$ cat config.mk
export PLATFORM = sky130hd
export DESIGN_NAME = r5sw_top
export DESIGN_NICKNAME = d
export VERILOG_FILES = /design/src/rtl/r5sw_pkg.sv /design/src/rtl/r5sw_map.sv /design/src/rtl/r5sw_buf.sv /design/src/rtl/r5sw_seq.sv /design/src/rtl/r5sw_top.sv
export SDC_FILE = /design/constraint.sdc
export NUM_CORES = 1
export LEC_CHECK = 0
export BUFFER_PORTS_ARGS = -buffer_cell sky130_fd_sc_hd__buf_4
export CORE_UTILIZATION = 50
export CTS_CLUSTER_DIAMETER = 30
export DETAILED_ROUTE_END_ITERATION = 6
export GPL_TIMING_DRIVEN = 0
export PLACE_DENSITY = 0.7
export SETUP_SLACK_MARGIN = 0.4
export SLEW_MARGIN = 20
export SYNTH_ARGS = -nofsm -noshare
export SYNTH_HDL_FRONTEND = slang
export SYNTH_SLANG_ARGS = --single-unit
$ cat constraint.sdc
create_clock -name clk -period 14.6 [get_ports clk]
set_input_delay 2.19 -clock clk [delete_from_list [all_inputs] [get_ports clk]]
set_output_delay 2.19 -clock clk [all_outputs]
set_load 0.1 [all_outputs]
$ cat src/rtl/r5sw_pkg.sv
package r5sw_pkg;
  localparam int NCOL  = 5;
  localparam int DPS   = NCOL - 1;
  localparam int COL_W = 3;

  typedef enum logic [2:0] {
    PH_IDLE, PH_RD_DATA, PH_RD_PAR, PH_WR_DATA, PH_WR_PAR
  } phase_t;

  function automatic logic [COL_W-1:0] par_col_of(input int unsigned stripe);
    return COL_W'(DPS - int'(stripe % NCOL));
  endfunction

  function automatic logic [COL_W-1:0] dat_col_of(input logic [COL_W-1:0] unit,
                                                  input logic [COL_W-1:0] pcol);
    return (unit >= pcol) ? unit + COL_W'(1) : unit;
  endfunction
endpackage

$ cat src/rtl/r5sw_map.sv
module r5sw_map
  import r5sw_pkg::*;
#(
  parameter int LBA_W = 12
) (
  input  logic [LBA_W-1:0]   lba,
  output logic [LBA_W-3:0]   stripe,
  output logic [COL_W-1:0]   dcol,
  output logic [COL_W-1:0]   pcol
);
  localparam int UNIT_W = $clog2(DPS);

  logic [UNIT_W-1:0] unit;

  always_comb begin
    unit   = lba[UNIT_W-1:0];
    stripe = lba[LBA_W-1:UNIT_W];
    pcol   = par_col_of(32'(stripe));
    dcol   = dat_col_of(COL_W'(unit), pcol);
  end
endmodule

$ cat src/rtl/r5sw_buf.sv
module r5sw_buf #(
  parameter int WORD_W    = 32,
  parameter int BLK_WORDS = 8
) (
  input  logic                        clk,
  input  logic                        rst_n,
  input  logic                        load,
  input  logic [BLK_WORDS*WORD_W-1:0] blk_in,
  input  logic                        fold_data,
  input  logic                        fold_par,
  input  logic [$clog2(BLK_WORDS)-1:0] idx,
  input  logic [WORD_W-1:0]           rdata,
  output logic [WORD_W-1:0]           new_word,
  output logic [WORD_W-1:0]           par_word
);
  logic [WORD_W-1:0] nbuf [BLK_WORDS];
  logic [WORD_W-1:0] pbuf [BLK_WORDS];

  for (genvar g = 0; g < BLK_WORDS; g++) begin : g_word
    always_ff @(posedge clk) begin
      if (!rst_n) begin
        nbuf[g] <= '0;
        pbuf[g] <= '0;
      end else begin
        if (load) nbuf[g] <= blk_in[g*WORD_W +: WORD_W];
        if (fold_data && idx == g) pbuf[g] <= rdata ^ nbuf[g];
        else if (fold_par && idx == g) pbuf[g] <= pbuf[g] ^ rdata;
      end
    end
  end

  assign new_word = nbuf[idx];
  assign par_word = pbuf[idx];
endmodule

$ cat src/rtl/r5sw_seq.sv
module r5sw_seq
  import r5sw_pkg::*;
#(
  parameter int BLK_WORDS = 8
) (
  input  logic                         clk,
  input  logic                         rst_n,
  input  logic                         start,
  input  logic                         dk_ack,
  output phase_t                       phase,
  output logic [$clog2(BLK_WORDS)-1:0] widx,
  output logic                         beat_last,
  output logic                         done
);
  localparam int IDX_W = $clog2(BLK_WORDS);

  logic op_end;

  assign beat_last = (widx == IDX_W'(BLK_WORDS - 1));
  assign op_end    = dk_ack && beat_last && (phase != PH_IDLE);

  always_ff @(posedge clk) begin
    if (!rst_n) begin
      phase <= PH_IDLE;
      widx  <= '0;
      done  <= 1'b0;
    end else begin
      done <= op_end && (phase == PH_WR_PAR);
      if (phase == PH_IDLE) begin
        widx <= '0;
        if (start) phase <= PH_RD_DATA;
      end else if (dk_ack) begin
        widx <= beat_last ? '0 : widx + IDX_W'(1);
        if (beat_last) begin
          unique case (phase)
            PH_RD_DATA: phase <= PH_RD_PAR;
            PH_RD_PAR:  phase <= PH_WR_DATA;
            PH_WR_DATA: phase <= PH_WR_PAR;
            default:    phase <= PH_IDLE;
          endcase
        end
      end
    end
  end

  a_r8_done_single: assert property (@(posedge clk) disable iff (!rst_n)
    done |=> !done);
  a_r7_idx_hold: assert property (@(posedge clk) disable iff (!rst_n)
    (phase != PH_IDLE && !dk_ack) |=> $stable(widx) && $stable(phase));
endmodule

$ cat src/rtl/r5sw_top.sv
module r5sw_top
  import r5sw_pkg::*;
#(
  parameter int LBA_W     = 12,
  parameter int WORD_W    = 32,
  parameter int BLK_WORDS = 8
) (
  input  logic                          clk,
  input  logic                          rst_n,
  input  logic                          req_valid,
  output logic                          req_ready,
  input  logic [LBA_W-1:0]              req_lba,
  input  logic [BLK_WORDS*WORD_W-1:0]   req_blk,
  output logic                          done,
  output logic                          dk_req,
  output logic                          dk_we,
  output logic [2:0]                    dk_col,
  output logic [LBA_W-3:0]              dk_stripe,
  output logic [$clog2(BLK_WORDS)-1:0]  dk_widx,
  input  logic                          dk_ack,
  output logic [WORD_W-1:0]             dk_wdata,
  input  logic [WORD_W-1:0]             dk_rdata
);
  localparam int STR_W = LBA_W - 2;
  localparam int IDX_W = $clog2(BLK_WORDS);

  phase_t            phase;
  logic              accept, beat_last;
  logic [STR_W-1:0]  map_stripe, stripe_q;
  logic [COL_W-1:0]  map_dcol, map_pcol, dcol_q, pcol_q;
  logic [IDX_W-1:0]  widx;
  logic [WORD_W-1:0] new_word, par_word;
  logic              data_phase;

  assign req_ready = (phase == PH_IDLE);
  assign accept    = req_valid && req_ready;

  r5sw_map #(.LBA_W(LBA_W)) u_map (
    .lba(req_lba), .stripe(map_stripe), .dcol(map_dcol), .pcol(map_pcol)
  );

  always_ff @(posedge clk) begin
    if (!rst_n) begin
      stripe_q <= '0;
      dcol_q   <= '0;
      pcol_q   <= '0;
    end else if (accept) begin
      stripe_q <= map_stripe;
      dcol_q   <= map_dcol;
      pcol_q   <= map_pcol;
    end
  end

  r5sw_seq #(.BLK_WORDS(BLK_WORDS)) u_seq (
    .clk(clk), .rst_n(rst_n), .start(accept), .dk_ack(dk_ack),
    .phase(phase), .widx(widx), .beat_last(beat_last), .done(done)
  );

  r5sw_buf #(.WORD_W(WORD_W), .BLK_WORDS(BLK_WORDS)) u_buf (
    .clk(clk), .rst_n(rst_n), .load(accept), .blk_in(req_blk),
    .fold_data(dk_ack && phase == PH_RD_DATA),
    .fold_par(dk_ack && phase == PH_RD_PAR),
    .idx(widx), .rdata(dk_rdata), .new_word(new_word), .par_word(par_word)
  );

  assign data_phase = (phase == PH_RD_DATA) || (phase == PH_WR_DATA);
  assign dk_req     = (phase != PH_IDLE);
  assign dk_we      = (phase == PH_WR_DATA) || (phase == PH_WR_PAR);
  assign dk_col     = data_phase ? dcol_q : pcol_q;
  assign dk_stripe  = stripe_q;
  assign dk_widx    = widx;
  assign dk_wdata   = (phase == PH_WR_DATA) ? new_word : par_word;

  a_r1_cols_distinct: assert property (@(posedge clk) disable iff (!rst_n)
    accept |-> (map_dcol != map_pcol) && (map_pcol <= 3'd4) && (map_dcol <= 3'd4));
  a_r6_busy_not_ready: assert property (@(posedge clk) disable iff (!rst_n)
    dk_req |-> !req_ready);
  a_r7_addr_hold: assert property (@(posedge clk) disable iff (!rst_n)
    (dk_req && !dk_ack) |=> dk_req && $stable(dk_col) && $stable(dk_we) &&
                            $stable(dk_wdata) && $stable(dk_stripe));
  a_r3_last_is_parity_write: assert property (@(posedge clk) disable iff (!rst_n)
    done |-> $past(dk_we) && $past(dk_ack) && ($past(dk_col) == pcol_q));
endmodule

==> results of run 1 <==
==> critical path, delay by kind of cell <==
family	cells	cell delay, ns
AO/OA/AOI/OAI	10	2.64
XOR/XNOR	3	0.59
adder cells (fa/ha/maj)	4	1.11
buffers and inverters	8	1.06
multiplexers	3	0.75
AND/OR/NAND/NOR	12	3.37
==> layout make-up <==
class                           instances  area [um^2]
Fill cell                            4435        21500
Clock buffer                          135         3080
Clock inverter                         92         1120
Inverter                               23         93.8
Timing Repair Buffer                  365         2990
Sequential cell                       538        15900
Tap cell                              782          978
Buffer                                225          888
Antenna cell                            3         7.51
Multi-Input combinational cell       1626        13900
==> through the flow <==
step | util | cells | setup WS [ns]
5_1_grt | 0.645 | 3788 | 2.59
6_report | 0.645 | 3789 | 3.39
4_1_cts | 0.644 | 3786 | 3.56
3_3_place_gp | 0.567 | 3546 | 2.97
2_1_floorplan | - | 2412 | 4.54
3_5_place_dp | 0.575 | 3559 | 2.89
==> layout by cell type, fill, tap and decap left out, drive strengths merged, types with 40 or more instances in the layout <==
cell type	n
a21oi	253
a221oi	230
and2	260
buf	406
clkbuf	319
clkinv	46
edfxtp	512
mux2i	40
mux4	160
nand2	71
nor2	74
o22a	225
==> Yosys cell counts (21+ instances only) <==
cell type | n | area share
nand2_1 | 71 | 0.0087
mux4_2 | 160 | 0.12
and2_1 | 260 | 0.053
nor2_1 | 73 | 0.0089
xor2_1 | 35 | 0.010
edfxtp_1 | 512 | 0.50
a21oi_1 | 253 | 0.041
o21ai_0 | 29 | 0.0047
a221oi_1 | 229 | 0.065
mux2i_1 | 39 | 0.013
clkbuf_1 | 178 | 0.022
dfxtp_1 | 26 | 0.017
buf_1 | 33 | 0.0040
inv_1 | 21 | 0.0026
o22a_1 | 225 | 0.064
==> final timing paths <==
kind	cells past startpoint	end	from	slack [ns]
worst max-delay path	40	dcol_q[1]$_SDFFE_PN0P_	req_lba[9]	3.39
worst min-delay path	2	dcol_q[0]$_SDFFE_PN0P_	dcol_q[0]$_SDFFE_PN0P_	0.45
worst max register to register	7	u_buf.pbuf[4][29]$_SDFFCE_PN0P_	u_seq.phase[1]$_SDFFE_PN0P_	10.63
worst min register to register	2	dcol_q[0]$_SDFFE_PN0P_	dcol_q[0]$_SDFFE_PN0P_	0.45
==> metal layers <==
layer | global-route usage | vias to the layer above | part of all wire
li1 | - | 10947 | -
met1 | 0.445 | 13133 | 0.35
met2 | 0.557 | 2221 | 0.46
met3 | 0.111 | 520 | 0.13
met4 | 0.213 | 4 | 0.058
met5 | 0.00772 | - | 0.00070
==> state kept, by name, indices dropped and copies added, names as in the netlist, named ones only <==
signal	cells
dcol_q	3
dk_stripe	10
pcol_q	3
u_buf.nbuf	256
u_buf.pbuf	256
u_seq.done	1
u_seq.phase	3
u_seq.widx	3
==> power breakdown <==
part | internal [mW] | switching [mW] | leakage (nW) | total, mW
registers | 1.83 | 0.110 | 5.51 | 1.94
clock network | 1.86 | 0.937 | 2.03 | 2.80
logic | 0.282 | 0.430 | 6.16 | 0.712
==> kinds of logic (layout without fill, tap and decap cells) <==
family | after synthesis | in the layout | synth area share
AO/OA/AOI/OAI | 845 | 845 | 0.206
XOR/XNOR | 50 | 50 | 0.0143
adder cells (fa/ha/maj) | 18 | 18 | 0.00701
buffers and inverters | 248 | 840 | 0.0314
flip-flops | 538 | 538 | 0.518
multiplexers | 201 | 201 | 0.131
other | 0 | 3 | 0
AND/OR/NAND/NOR | 512 | 512 | 0.0927
==> impl_metrics.csv, run 1 <==
group,metric,value,unit
clock_network,ctsResizeCount,0,
sta,whs,0.445,ns
power,p_per_area,140,nW/um^2
grt,grt.overflow.total,0,
die,dieArea,62400,um^2
power,p_leak,13.7,nW
die,die_w,250,um
worst_setup_path,cp-end-kind,"flip-flop",
cells_and_area,area_growth_syn_to_layout,27.0,%
worst_setup_path,cp_slowest_cell,"o31ai_1",
sta,drv_slew,0,
worst_setup_path,cp.required,15.11,ns
synthesis,syn_nets,2730,
synthesis,synth_warnings,0,
grt,antenna_found_initial,4,
clock_network,cts_buffer_depth,3,
sta,finClkSkew,0.0583,ns
min_path,holdCritPathClass,"reg2reg",
synthesis,netlist_area,30700,um^2
grt,grt_max_degree,75,
worst_setup_path,crit_path_frequent_cell,"ha_1",
clock_network,clk_latency,0.70,ns
routing,vias_per_cell,7.08,
synthesis,synth_edf_count,512,
clock_network,cts_tree,"built",
clock_network,htree_levels,3,
sta,finalSetupTns,0,ns
place,io_buffer_count,352,
routing,drtPass1Iterations,6,
routing,ant_nets,0,
die,core_region_area,60500,um^2
worst_setup_path,worst_ep_arrival_time,11.71,ns
synthesis,ys_ff_latch,538,
status,status,"finished, final reports clean",
clock_network,cts_buffers,119,
die,initial_utilization,0.508,
synthesis,yosysSeqAreaShare,0.518,
sta,grt_setup_unrepaired,"no",
sta,fin_crit_sh,0.768,
die,die_height,250,um
synthesis,syn_avg_cell_area,12.7,um^2
die,num_io_pins,356,
clock_network,cts.sinks,538,
sta,min_period,11.21,ns
place,dp_hpwl,80000,um
routing,num_vias,26825,
flow_run,drv_cap,0,
worst_setup_path,worstSetupStartpointType,"input port",
synthesis,ys.flop_type,"edfxtp_1",
clock_network,clk_pin_slew,0.04,ns
place,routabilityCongestion,0.947,
clock_network,cts_hold_buffers,0,
power,total_power,5.45,mW
worst_setup_path,path_max_fanout,9,
routing,drc,0,
sta,tightest_slew,1.25,ns
sta,max_freq,89.2,MHz
cells_and_area,nNetsFinal,3216,
grt,grt_usage,0.360,
clock_network,postCtsSetupBuffers,0,
die,fp-row-count,90,
worst_setup_path,slowest_delay,0.73,ns
cells_and_area,drive_above_1_share,0.257,
routing,drtIter0Drc,3569,
worst_setup_path,crit_type,"in2reg",
synthesis,syn-instance-count,2412,
power,ir_drop,94.5,uV
synthesis,ys_types,84,
routing,wl,115000,um
cells_and_area,final_cell_area,39000,um^2
clock_network,cts_root_buffer,"clkbuf_16",
routing,detail_route.wl_per_cell,30.2,um
sta,setup_violations,0,
sta,slew_headroom,0.166,
grt,grt_pass1_wl,166000,um
sta,hold_viol_final,0,
grt,grt_pass1_vias,26571,
place,placed_area,34800,um^2
synthesis,async_flop_share,0,
No activity file was read; power rests on OpenSTA's default activity.
==> run 2: changes to the inputs <==
clock period = 11.5 ns   (was 14.6 ns; I/O delays follow)
==> run 2 against run 1 <==
Net effect: the flow now finishes with violations (DRC); final cell count unchanged; die area stayed put; total power grew 27%; global-route usage is the same; combinational power grew 27%; sequential share of layout area about the same; register-to-register slack worse by 3.1 ns; count of clock-buffer cells in the layout unchanged; sequential power increased by 27%; first-iteration DRC count up 7.3%; worst setup slack got worse by 2.3 ns; critical path type unchanged.
==> impl_metrics.csv, run 2 (same netlist as run 1, synthesis figures left out) <==
group,metric,value,unit
status,status,"finished, violations left",
status,violations,"DRC",
grt,grt_pass1_vias,26571,
die,dieArea,62400,um^2
sta,min_period,10.41,ns
sta,grt_setup_unrepaired,"no",
worst_setup_path,cp_top_family,"simple AND/OR/NAND/NOR gates",
die,num_io_pins,356,
sta,max_freq,96.0,MHz
place,placed_area,34800,um^2
worst_setup_path,slowest_delay,0.59,ns
clock_network,cts_hold_buffers,0,
worst_setup_path,cp-end-kind,"flip-flop",
place,routabilityCongestion,0.947,
sta,setup_violations,0,
routing,drtPass1Iterations,7,
sta,hold_viol_final,0,
worst_setup_path,crit_start,"req_lba[9]",
clock_network,cts_buffer_depth,3,
power,p_leak,13.7,nW
routing,detail_route.wl_per_cell,30.2,um
place,dp_hpwl,80000,um
worst_setup_path,cp.required,12.01,ns
sta,tightest_slew,1.25,ns
clock_network,ctsResizeCount,0,
die,die_w,250,um
cells_and_area,drive_above_1_share,0.259,
cells_and_area,nNetsFinal,3216,
place,io_buffer_count,352,
clock_network,cts_root_buffer,"clkbuf_16",
routing,num_vias,26835,
sta,whs,0.445,ns
sta,slew_headroom,0.163,
routing,drc,1,
cells_and_area,area_growth_syn_to_layout,27.1,%
worst_setup_path,r2r-start,"u_seq.phase[1]$_SDFFE_PN0P_",
place,dp_cells,3559,
sta,finalSetupTns,0,ns
clock_network,cts_tree,"built",
clock_network,htree_levels,3,
cells_and_area,final_common_cell,"edfxtp_1",
grt,antenna_found_initial,4,
sta,fin_crit_sh,0.905,
worst_setup_path,path_buf_inv,9,
cells_and_area,final_cells,3789,
power,ir_drop,122,uV
die,core_region_area,60500,um^2
die,fp-row-count,90,
min_path,hp-start,"dcol_q[0]$_SDFFE_PN0P_",
routing,vias_per_cell,7.08,
grt,grt.overflow.total,0,
grt,grt_max_degree,75,
grt,grt_usage,0.360,
cells_and_area,final_cell_area,39000,um^2
routing,wl,115000,um
clock_network,cts.sinks,538,
worst_setup_path,path_max_fanout,9,
worst_setup_path,worst_ep_arrival_time,10.92,ns
worst_setup_path,cp_slowest_cell,"or4_4",
sta,finClkSkew,0.0509,ns
routing,ant_nets,0,
worst_setup_path,crit_type,"in2reg",
flow_run,drv_cap,0,
sta,drv_slew,0,
worst_setup_path,crit_path_frequent_cell,"ha_1",
power,p_per_area,177,nW/um^2
grt,grt_pass1_wl,166000,um
clock_network,postCtsSetupBuffers,0,
cells_and_area,layout_common_cells,"edfxtp_1, buf_4, and2_1, a21oi_1, a221oi_1",
clock_network,clk_pin_slew,0.04,ns
die,initial_utilization,0.508,
die,die_height,250,um
worst_setup_path,worstSetupStartpointType,"input port",
min_path,holdCritPathClass,"reg2reg",
clock_network,clk_latency,0.70,ns
routing,drtIter0Drc,3831,
clock_network,cts_buffers,119,
run 2: path summary, 6_finish.rpt:
kind | end | slack, ns | cells after the start
worst max-delay path | dcol_q[1]$_SDFFE_PN0P_ | 1.09 | 41
worst min-delay path | dcol_q[0]$_SDFFE_PN0P_ | 0.44 | 2
worst max register to register | u_buf.pbuf[4][29]$_SDFFCE_PN0P_ | 7.54 | 7
worst min register to register | dcol_q[0]$_SDFFE_PN0P_ | 0.44 | 2
run 2: layer usage:
metal	vias to the layer above	GRT usage	share of wire	wire length [um]
met2	2277	0.557	0.46	52800
met4	4	0.213	0.058	6650
met5	-	0.00772	0.00070	80
li1	10953	-	-	-
met1	13081	0.445	0.35	39700
met3	520	0.111	0.13	15400
run 2: stage by stage:
| stage | power, mW | setup slack [ns] | util |
|---|---|---|---|
| 6_report | 6.92 | 1.09 | 0.645 |
| 5_1_grt | 7.08 | 0.426 | 0.645 |
| 4_1_cts | 6.90 | 0.929 | 0.644 |
| 3_5_place_dp | 3.37 | 0.260 | 0.575 |
| 3_3_place_gp | 3.36 | 0.340 | 0.567 |
| 2_1_floorplan | 3.04 | 1.90 | - |
run 2: area by class of cell:
type | instances | area, um^2
multi-input cells | 1626 | 14000
clock inverters | 92 | 1120
repair buffers | 365 | 2990
inverters | 23 | 93.8
flip-flops and latches | 538 | 15900
plain buffers | 225 | 888
fillers | 4435 | 21500
clock buffers | 135 | 3080
diodes | 3 | 7.51
well taps | 782 | 978
run 2: power by group:
part	internal, mW	switching, mW	total, mW
registers	2.32	0.140	2.46
logic	0.359	0.548	0.907
clock network	2.36	1.19	3.55
total	5.04	1.88	6.92
run 2: worst reg2reg max path: stages (launching register included):
cell and delay (ns):
dfxtp_1 0.31, clkbuf_1 0.31, nor2b_1 0.17, o21ai_1 0.73, inv_1 0.10, nand4_1 0.44
clkbuf_1 0.79, nand2_4 0.64
